`src/rtl/ep_bank_pkg.sv`:
```
// Shared definitions for the endpoint register bank.
// Assumes a 16-bit register word whose field order is fixed by the
// transaction engine and software that decode it.
package ep_bank_pkg;

    localparam int REG_W = 16;

    // Field layout, most significant first; the order is part of the interface.
    typedef struct packed {
        logic       rx_done;   // 15 receive-complete flag (clear-only)
        logic       rx_tog;    // 14 receive data toggle (invert-on-1)
        logic [1:0] rx_stat;   // 13:12 receive handshake status (invert-on-1)
        logic       setup;     // 11 last reception was SETUP (read-only)
        logic [1:0] ep_type;   // 10:9 endpoint type (read/write)
        logic       ep_kind;   // 8 endpoint kind (read/write)
        logic       tx_done;   // 7 transmit-complete flag (clear-only)
        logic       tx_tog;    // 6 transmit data toggle (invert-on-1)
        logic [1:0] tx_stat;   // 5:4 transmit handshake status (invert-on-1)
        logic [3:0] ep_addr;   // 3:0 endpoint address (read/write)
    } ep_reg_t;

    // Bits that survive a bus reset.
    localparam logic [REG_W-1:0] KEEP_ON_BUS_RST = 16'h8080;

endpackage

```
`src/rtl/usb_ep_wr_decode.sv`:
```
// Turns the CPU write strobe and word address into one write enable per
// endpoint register. Assumes at most one register is written per cycle.
module usb_ep_wr_decode #(
    parameter int N_EP   = 8,
    parameter int ADDR_W = $clog2(N_EP)
) (
    input  logic              bus_we,
    input  logic [ADDR_W-1:0] bus_addr,
    output logic [N_EP-1:0]   wr_sel
);

    // One enable per endpoint, raised only for the addressed one.
    for (genvar g = 0; g < N_EP; g++) begin : g_sel
        assign wr_sel[g] = bus_we && (bus_addr == ADDR_W'(g));
    end

    // never more than one register written at a time
    always_comb begin
        a_r10_one_target: assert ($onehot0(wr_sel));
    end

endmodule

```
`src/rtl/usb_ep_rd_mux.sv`:
```
// Selects the addressed register word for the CPU read port.
// Assumes an index beyond the last endpoint reads as zero.
module usb_ep_rd_mux #(
    parameter int N_EP   = 8,
    parameter int REG_W  = 16,
    parameter int ADDR_W = $clog2(N_EP)
) (
    input  logic [N_EP-1:0][REG_W-1:0] regs,
    input  logic [ADDR_W-1:0]          bus_addr,
    output logic [REG_W-1:0]           bus_rdata
);

    // Plain indexed read with a guard for unused indices.
    always_comb begin
        bus_rdata = '0;
        for (int i = 0; i < N_EP; i++) begin
            if (bus_addr == ADDR_W'(i)) bus_rdata = regs[i];
        end
    end

endmodule

```
`src/rtl/usb_ep_reg.sv`:
```
// One endpoint status/control register with per-field write semantics.
// Assumes event strobes are single-cycle and already qualified by the
// transaction engine (only successful transactions are reported).
module usb_ep_reg
    import ep_bank_pkg::*;
(
    input  logic             clk,
    input  logic             rst_n,
    input  logic             wr_en,
    input  logic [REG_W-1:0] wdata,
    input  logic             hw_rx_done,
    input  logic             hw_rx_setup,
    input  logic             hw_tx_done,
    input  logic             hw_rx_adv,
    input  logic             hw_tx_adv,
    input  logic             bus_rst,
    output logic [REG_W-1:0] reg_q,
    output logic             irq
);

    ep_reg_t q, d, w;
    logic    unused_setup_wr;

    assign w               = ep_reg_t'(wdata);
    assign unused_setup_wr = w.setup;

    // Next-state rules: flags set-dominant, toggles XOR, config plain, bus reset clears.
    always_comb begin
        d = q;
        if (hw_rx_done)             d.rx_done = 1'b1;
        else if (wr_en && !w.rx_done) d.rx_done = 1'b0;
        if (hw_tx_done)             d.tx_done = 1'b1;
        else if (wr_en && !w.tx_done) d.tx_done = 1'b0;

        if (bus_rst) begin
            d.rx_tog  = 1'b0;
            d.rx_stat = '0;
            d.setup   = 1'b0;
            d.ep_type = '0;
            d.ep_kind = 1'b0;
            d.tx_tog  = 1'b0;
            d.tx_stat = '0;
            d.ep_addr = '0;
        end else begin
            d.rx_tog  = q.rx_tog ^ (wr_en & w.rx_tog) ^ hw_rx_adv;
            d.tx_tog  = q.tx_tog ^ (wr_en & w.tx_tog) ^ hw_tx_adv;
            d.rx_stat = q.rx_stat ^ (wr_en ? w.rx_stat : 2'b00);
            d.tx_stat = q.tx_stat ^ (wr_en ? w.tx_stat : 2'b00);
            if (hw_rx_done) d.setup = hw_rx_setup;
            if (wr_en) begin
                d.ep_type = w.ep_type;
                d.ep_kind = w.ep_kind;
                d.ep_addr = w.ep_addr;
            end
        end
    end

    // State register with synchronous active-low reset.
    always_ff @(posedge clk) begin
        if (!rst_n) q <= '0;
        else        q <= d;
    end

    assign reg_q = q;
    assign irq   = q.rx_done | q.tx_done;

    // a reception strobe always leaves the flag set
    a_r3_rx_set: assert property (@(posedge clk) disable iff (!rst_n)
        hw_rx_done |=> q.rx_done);
    // transmit strobe likewise
    a_r3_tx_set: assert property (@(posedge clk) disable iff (!rst_n)
        hw_tx_done |=> q.tx_done);
    // writing 1 to a flag keeps it
    a_r4_one_keeps: assert property (@(posedge clk) disable iff (!rst_n)
        (wr_en && w.tx_done && !hw_tx_done) |=> (q.tx_done == $past(q.tx_done)));
    // writing 0 clears it
    a_r4_zero_clears: assert property (@(posedge clk) disable iff (!rst_n)
        (wr_en && !w.rx_done && !hw_rx_done) |=> !q.rx_done);
    // a lone written 1 flips the receive toggle
    a_r5_tog_flip: assert property (@(posedge clk) disable iff (!rst_n)
        (!bus_rst && wr_en && w.rx_tog && !hw_rx_adv) |=> (q.rx_tog != $past(q.rx_tog)));
    // setup indicator moves only on a reception or bus reset
    a_r7_setup_ro: assert property (@(posedge clk) disable iff (!rst_n)
        (!hw_rx_done && !bus_rst) |=> $stable(q.setup));
    // bus reset leaves only the two flags
    a_r8_bus_rst: assert property (@(posedge clk) disable iff (!rst_n)
        bus_rst |=> ((reg_q & ~KEEP_ON_BUS_RST) == '0));

endmodule

```
`src/rtl/usb_ep_bank.sv`:
```
// Bank of endpoint status/control registers with a word-addressed CPU port.
// Assumes one CPU access per cycle and single-cycle event strobes; a USB
// bus reset and a forced reset act identically.
module usb_ep_bank
    import ep_bank_pkg::*;
#(
    parameter int N_EP   = 8,
    parameter int ADDR_W = $clog2(N_EP)
) (
    input  logic              clk,
    input  logic              rst_n,
    input  logic [ADDR_W-1:0] bus_addr,
    input  logic              bus_we,
    input  logic [REG_W-1:0]  bus_wdata,
    output logic [REG_W-1:0]  bus_rdata,
    input  logic [N_EP-1:0]   ev_rx_ok,
    input  logic [N_EP-1:0]   ev_rx_setup,
    input  logic [N_EP-1:0]   ev_tx_ok,
    input  logic [N_EP-1:0]   ev_rx_tog_adv,
    input  logic [N_EP-1:0]   ev_tx_tog_adv,
    input  logic              usb_bus_rst,
    input  logic              force_rst,
    output logic [N_EP-1:0]   ep_irq
);

    logic [N_EP-1:0]             wr_sel;
    logic [N_EP-1:0][REG_W-1:0]  regs;
    logic                        any_bus_rst;

    // Both reset sources share one effect.
    assign any_bus_rst = usb_bus_rst | force_rst;

    usb_ep_wr_decode #(.N_EP(N_EP), .ADDR_W(ADDR_W)) u_dec (
        .bus_we  (bus_we),
        .bus_addr(bus_addr),
        .wr_sel  (wr_sel)
    );

    for (genvar g = 0; g < N_EP; g++) begin : g_ep
        usb_ep_reg u_reg (
            .clk        (clk),
            .rst_n      (rst_n),
            .wr_en      (wr_sel[g]),
            .wdata      (bus_wdata),
            .hw_rx_done (ev_rx_ok[g]),
            .hw_rx_setup(ev_rx_setup[g]),
            .hw_tx_done (ev_tx_ok[g]),
            .hw_rx_adv  (ev_rx_tog_adv[g]),
            .hw_tx_adv  (ev_tx_tog_adv[g]),
            .bus_rst    (any_bus_rst),
            .reg_q      (regs[g]),
            .irq        (ep_irq[g])
        );
    end

    usb_ep_rd_mux #(.N_EP(N_EP), .REG_W(REG_W), .ADDR_W(ADDR_W)) u_rd (
        .regs     (regs),
        .bus_addr (bus_addr),
        .bus_rdata(bus_rdata)
    );

    // interrupt of the addressed endpoint matches its flags on the read port
    a_r9_irq_flags: assert property (@(posedge clk) disable iff (!rst_n)
        ep_irq[bus_addr] == (bus_rdata[15] | bus_rdata[7]));
    // the cycle after reset nothing is pending
    a_r1_reset_quiet: assert property (@(posedge clk)
        !rst_n |=> (ep_irq == '0));

endmodule

```
`config.mk`:
```
export PLATFORM = sky130hd
export DESIGN_NAME = usb_ep_bank
export DESIGN_NICKNAME = d
export VERILOG_FILES = /design/src/rtl/ep_bank_pkg.sv /design/src/rtl/usb_ep_wr_decode.sv /design/src/rtl/usb_ep_rd_mux.sv /design/src/rtl/usb_ep_reg.sv /design/src/rtl/usb_ep_bank.sv
export SDC_FILE = /design/constraint.sdc
export NUM_CORES = 1
export LEC_CHECK = 0
export BUFFER_PORTS_ARGS = -buffer_cell sky130_fd_sc_hd__buf_4
export CORE_MARGIN = 2
export CORE_UTILIZATION = 45
export DETAILED_ROUTE_END_ITERATION = 10
export MAX_ROUTING_LAYER = met4
export PLACE_DENSITY = 0.71
export RECOVER_POWER = 50
export SKIP_LAST_GASP = 1
export SYNTH_ARGS = -nofsm -noshare
export SYNTH_HDL_FRONTEND = slang
export SYNTH_SLANG_ARGS = --single-unit
export TNS_END_PERCENT = 10
```
`constraint.sdc`:
```
create_clock -name clk -period 2.7 [get_ports clk]
set_clock_uncertainty 0.2 [all_clocks]
set_input_delay 0.54 -clock clk [delete_from_list [all_inputs] [get_ports clk]]
set_output_delay 0.54 -clock clk [all_outputs]
set_load 0.05 [all_outputs]
```
==> results.json, run 1 <==
{
  "status": "complete, no violations",
  "drive_gt1_frac": 0.209,
  "drt_pass1_iterations": 5,
  "grt_pass1_wl_um": 29200,
  "ys_types": 38,
  "maxSlewViolCount": 0,
  "cap_violations": 0,
  "finalCriticalPeriod_ps": 2630,
  "dieHeight_um": 125,
  "port_buffers": 86,
  "die_x_um": 125,
  "setup-violations-final": 0,
  "crit_slowest_cell": "buf_4",
  "cp-end-kind": "output pin",
  "ys_ff_latch": 128,
  "cts_max_level": 4,
  "power.leakage_nw": 3.05,
  "synth_warnings": 0,
  "routedWlPerCell_um": 17.4,
  "ant_nets": 0,
  "cts_max_path_buffers": 2,
  "max-slew-margin-rel": 0.290,
  "largest_register_ffs": 128,
  "root_buffer": "clkbuf_16",
  "cpPeakStageDelay_ps": 260,
  "cts_buffers": 17,
  "ios": 88,
  "nets": 904,
  "drt-total-wl_um": 18000,
  "vdd_drop_max_v": 0.000479,
  "die-area_mm2": 0.0157,
  "postSynthCellCount": 774,
  "grt_start_max_net_pins": 52,
  "worst_path_most_repeated_cell": "buf_4",
  "cp.required_ps": 1960,
  "cts_tree": "built",
  "yosysSeqAreaShare": 0.388,
  "syn-cell-area_mm2": 0.00661,
  "dpl_worst_slack_ps": 79.6,
  "avgSynthCellArea_um2": 8.54,
  "cp_max_fo": 15,
  "syn_nets": 838,
  "critPathArrivalTime_ps": 1890,
  "start_util": 0.458,
  "clock.fmax_ghz": 0.380,
  "dp_hpwl_um": 12100,
  "min_period_over_period": 0.974,
  "drc": 0,
  "hold_violations": 0,
  "critPathKind": "in2out",
  "grt_pass1_vias": 5621,
  "grt_usage": 0.243,
  "grt_overflow": 0,
  "gp_congestion": 0.799,
  "core_area_mm2": 0.0144,
  "power_density_mw_per_mm2": 615,
  "clock-sinks": 128,
  "worst_slew_pin_slew_ps": 1070,
  "vias": 5748,
  "finalPower_w": 0.00485,
  "drt_iter0_drc": 581,
  "n_antenna_cell": 0,
  "fin_ws_ps": 68.9,
  "clk_latency_ps": 420,
  "path_clk_slew_ps": 60,
  "rows": 44,
  "setup-tns-final_ps": 0,
  "crit_chain": "buf_4 -> nor2b_1 -> buf_4 -> o2bb2ai_1 -> a211oi_1 -> o21ai_1 -> buf_4",
  "ff2ff_setup_slack_ps": 1550,
  "crit_path_start_kind": "input port",
  "n_fill_cell": 1340,
  "avgViaCountPerCell": 5.54,
  "antenna_found_initial": 0,
  "hold_class": "in2reg",
  "areaGrowthSynthToFinish_pct": 19.2,
  "rsz0062_at_grt": "false"
}
## power by group
part	total (W)	switching [W]	internal (W)	leakage (nW)
combinational	0.000601	0.000358	0.000243	1.72
sequential	0.00195	0.0000272	0.00192	1.04
clock	0.00229	0.000816	0.00148	0.291
## logic make-up after synthesis
| logic type | synth area share |
|---|---|
| AO/OA/AOI/OAI | 0.167 |
| XOR/XNOR | 0.0636 |
| buffers and inverters | 0.0712 |
| flip-flops | 0.388 |
| multiplexers | 0.114 |
| AND/OR/NAND/NOR | 0.198 |
## through the flow
step           cells  area (um^2)   util  hold WS (ps)
2_1_floorplan    774         6620      -           233
3_3_place_gp    1005         7380  0.512           241
3_5_place_dp    1005         7380  0.512           248
4_1_cts         1037         7970  0.552           118
5_1_grt         1037         7880  0.547           117
6_report        1037         7880  0.547           127
## per-layer routing
metal / part of all wire / track usage / routed length [um] / vias up
met5: 0 / - / 0 / -
met4: 0.013 / 0.0667 / 235 / 0
met3: 0.068 / 0.0608 / 1230 / 23
met2: 0.49 / 0.393 / 8820 / 203
met1: 0.43 / 0.303 / 7730 / 2749
li1: - / - / - / 2773
## final timing paths
path,from,endpoint,cells past startpoint
worst max-delay path,bus_addr[2],bus_rdata[5],7
worst min-delay path,ev_tx_ok[3],g_ep[3].u_reg.reg_q[7]$_SDFFE_PN0P_,2
worst max register to register,g_ep[1].u_reg.reg_q[6]$_SDFF_PP0_,g_ep[1].u_reg.reg_q[6]$_SDFF_PP0_,3
worst min register to register,g_ep[1].u_reg.reg_q[9]$_SDFFE_PP0N_,g_ep[1].u_reg.reg_q[9]$_SDFFE_PP0N_,2
## cells in the final DEF, fill, tap and decap left out, types with 3 or more instances in the layout
| master | instances |
|---|---|
| clkinv_2 | 3 |
| xor2_1 | 48 |
| a21oi_1 | 87 |
| nor3_1 | 17 |
| clkbuf_1 | 10 |
| o21a_1 | 32 |
| clkbuf_16 | 17 |
| and3_1 | 17 |
| o21ai_0 | 17 |
| and4b_1 | 3 |
| mux2i_1 | 39 |
| mux4_2 | 16 |
| nor2_1 | 71 |
| buf_12 | 4 |
| buf_4 | 111 |
| nand2_1 | 148 |
| nand3_1 | 3 |
| dfxtp_1 | 128 |
| or2_2 | 8 |
| a211oi_1 | 15 |
| o21ai_1 | 15 |
| clkbuf_8 | 5 |
| o2bb2ai_1 | 15 |
## layout make-up
| cell class | instances | area (um^2) | share of cell area |
|---|---|---|---|
| tap | 184 | 230 | 0.0292 |
| clock inverter | 5 | 75.1 | 0.00952 |
| timing repair buffer | 123 | 953 | 0.121 |
| clock buffer | 27 | 513 | 0.0651 |
| multi-input combinational | 570 | 3550 | 0.450 |
| sequential | 128 | 2560 | 0.325 |
## worst max-delay path, delay by kind of cell
family,cells,cell delay (ps)
AOI/OAI and AO/OA,3,450
and+or+nand+nor,1,210
buffers and inverters,3,690
## cells in the mapped netlist
library cell  instances  area [um^2]
a211oi_1             15          113
a21boi_0              1         7.51
a21oi_1              88          440
a31o_2                1         8.76
and2_1                1         6.26
and2b_1               1         7.51
and3_1               17          106
and4_1                1         8.76
and4b_1               3         30.0
and4bb_1              1         12.5
and4bb_2              1         12.5
buf_2                28          140
buf_4                19          143
buf_6                 6         67.6
buf_8                 3         45.0
clkbuf_1             20         75.1
dfxtp_1             128         2560
mux2i_1              39          390
mux4_2               16          360
nand2_1             147          552
nand2_2               2         12.5
nand2b_1              1         6.26
nand3_2               4         40.0
nand3b_1              1         7.51
nand4_4               1         21.3
nor2_1               71          267
nor2_4                1         11.3
nor2b_1               2         12.5
nor2b_2               1         8.76
nor3_1               17         85.1
nor4b_4               1         23.8
nor4bb_4              1         25.0
o21a_1               32          240
o21ai_0              23          115
o21ai_1               9         45.0
o2bb2ai_1            15          131
or2_2                 8         50.1
xor2_1               48          420
## repair_timing
action	4_1_cts	5_1_grt
setup buffers	0	0
resized for setup	0	1
setup endpoints to repair	0	1
hold buffers	0	0
Note: power is estimated with default switching activity, not from simulation.
==> run 2, diff against run 1 <==
--- a/config.mk
+++ b/config.mk
@@ -5,12 +5,12 @@
 export SDC_FILE = /design/constraint.sdc
 export NUM_CORES = 1
 export LEC_CHECK = 0
-export BUFFER_PORTS_ARGS = -buffer_cell sky130_fd_sc_hd__buf_4
+export BUFFER_PORTS_ARGS = -buffer_cell sky130_fd_sc_hd__buf_2
 export CORE_MARGIN = 2
 export CORE_UTILIZATION = 45
 export DETAILED_ROUTE_END_ITERATION = 10
 export MAX_ROUTING_LAYER = met4
-export PLACE_DENSITY = 0.71
+export PLACE_DENSITY_LB_ADDON = 0.25
 export RECOVER_POWER = 50
 export SKIP_LAST_GASP = 1
 export SYNTH_ARGS = -nofsm -noshare
==> run 2 against run 1 <==
Critical path depth is 1 higher; clock power up 15%; global-route usage increased by 0.80 points; clock-buffer cell count shrank 5; sequential cell count is the same; maximum frequency is 0.13% lower; first-iteration DRC count is 34% lower; die area is the same; final cell count up 0.39%; sequential share of layout area rose by 0.057 points.
==> results.json, run 2 (same netlist as run 1, synthesis figures left out) <==
{
  "min_period_over_period": 0.976,
  "grtUsageMet1": 0.303,
  "timing.rr.start": "g_ep[3].u_reg.reg_q[6]$_SDFF_PP0_",
  "ff2ff_setup_slack_ps": 1530,
  "critPathKind": "in2out",
  "avgViaCountPerCell": 5.57,
  "mostFrequentLayoutCell": "nand2_1",
  "antenna_found_initial": 0,
  "cts_buffers": 17,
  "crit_slowest_cell": "buf_2",
  "whs_endpoint": "g_ep[1].u_reg.reg_q[7]$_SDFFE_PN0P_",
  "cts_max_level": 4,
  "grt_usage": 0.251,
  "top_usage_layer": "met2",
  "gr-usage-met2": 0.417,
  "root_buffer": "clkbuf_16",
  "port_buffers": 86,
  "worst_path_most_repeated_cell": "buf_2",
  "final_cell_mix": "nand2_1, dfxtp_1, a21oi_1",
  "final_util": 0.546,
  "power.leakage_nw": 3.08,
  "holdPathStages": 2,
  "hold_violations": 0,
  "placed_cell_area_mm2": 0.00717,
  "clk_latency_ps": 420,
  "min_from": "ev_tx_ok[1]",
  "path_clk_slew_ps": 60,
  "cts_max_path_buffers": 2,
  "clock-sinks": 128,
  "grt_pass1_wl_um": 30500,
  "ios": 88,
  "cap_violations": 0,
  "r2r.worst_path.cells": 3,
  "start_util": 0.458,
  "core_area_mm2": 0.0144,
  "crit_path_start_kind": "input port",
  "grt_overflow": 0,
  "drc": 0,
  "hold_class": "in2reg",
  "die-area_mm2": 0.0157,
  "clock.fmax_ghz": 0.380,
  "power_density_mw_per_mm2": 655,
  "drt-total-wl_um": 18400,
  "gp_congestion": 0.855,
  "cp_max_fo": 18,
  "setup-violations-final": 0,
  "cp-end-kind": "output pin",
  "largest_register_ffs": 128,
  "crit_chain": "buf_2 -> buf_12 -> buf_4 -> mux2i_1 -> nor2_1 -> a211oi_1 -> o21ai_1 -> buf_2",
  "drt_iter0_drc": 385,
  "status": "complete, no violations",
  "hold_buffers": 0,
  "grtUsageMet3": 0.0505,
  "routedWlPerCell_um": 17.7,
  "max-slew-margin-rel": 0.149,
  "worst_slew_pin_slew_ps": 1280,
  "dp_hpwl_um": 12400,
  "finalPower_w": 0.00516,
  "cpPeakStageDelay_ps": 230,
  "areaGrowthSynthToFinish_pct": 19.0,
  "grt_pass1_vias": 6006,
  "grt_start_max_net_pins": 113,
  "nets": 908,
  "finalCriticalPeriod_ps": 2630,
  "vias": 5799,
  "die_x_um": 125,
  "r2r-end": "g_ep[3].u_reg.reg_q[6]$_SDFF_PP0_",
  "cts_tree": "built",
  "cp.required_ps": 1960,
  "ant_nets": 0,
  "maxSlewViolCount": 0,
  "vdd_drop_max_v": 0.000462,
  "drt_pass1_iterations": 5,
  "n_antenna_cell": 0,
  "fin_area_mm2": 0.00787,
  "setup-tns-final_ps": 0,
  "critPathArrivalTime_ps": 1890,
  "drive_gt1_frac": 0.228,
  "dieHeight_um": 125,
  "rows": 44,
  "rsz0062_at_grt": "true"
}
==> run 2: changes by cell type in the layout (fill, tap and decap cells not counted), moves of 4 or more <==
cell	change
clkbuf_4	+5
buf_4	-78
clkbuf_1	-7
buf_2	+80
bufinv_16	+4
==> run 2: through the flow <==
stage | hold WS [ps] | setup WS [ps] | instances
5_1_grt | 134 | -11.5 | 1041
3_5_place_dp | 247 | 21.4 | 1005
4_1_cts | 113 | 17.7 | 1037
3_3_place_gp | 242 | 43.0 | 1005
6_report | 129 | 65.4 | 1041
2_1_floorplan | 233 | -124 | 774
==> run 2: layout make-up <==
class,count,area (um^2)
Clock buffer,22,474
Clock inverter,10,205
Fill cell,1313,6550
Multi-Input combinational cell,570,3570
Sequential cell,128,2560
Tap cell,184,230
Timing Repair Buffer,127,823
==> run 2: how the worst max path moves through the flow <==
stage,endpoint,from,slack [ps],depth (start not counted)
3_5_place_dp,bus_rdata[9],bus_addr[1],20,7
3_3_place_gp,bus_rdata[14],bus_addr[0],40,7
6_report,bus_rdata[7],bus_addr[0],70,8
2_1_floorplan,bus_rdata[3],bus_addr[0],-120,8
5_1_grt,bus_rdata[6],bus_addr[0],-10,6
4_1_cts,bus_rdata[9],bus_addr[1],20,7
==> run 2: where the power goes <==
group          leakage, nW  internal, W  switching [W]
logic                 1.72     0.000213       0.000365
clock network        0.326      0.00180       0.000831
registers             1.04      0.00192      0.0000258
==> run 2: critical path: cells and delay by family <==
| family | cells | cell delay, ps |
|---|---|---|
| buffers and inverters | 4 | 780 |
| AOI/OAI and AO/OA | 2 | 310 |
| muxes | 1 | 190 |
| and+or+nand+nor | 1 | 60 |
==> run 2: layer usage <==
| layer | vias up | wire length, um |
|---|---|---|
| li1 | 2785 | - |
| met1 | 2793 | 7960 |
| met2 | 180 | 9170 |
| met3 | 41 | 906 |
| met4 | 0 | 399 |
| met5 | - | 0 |
==> run 2: what timing repair did <==
action                     CTS  global route
buffers inserted             0             4
setup endpoints to repair    0            13
resized for setup            0            12
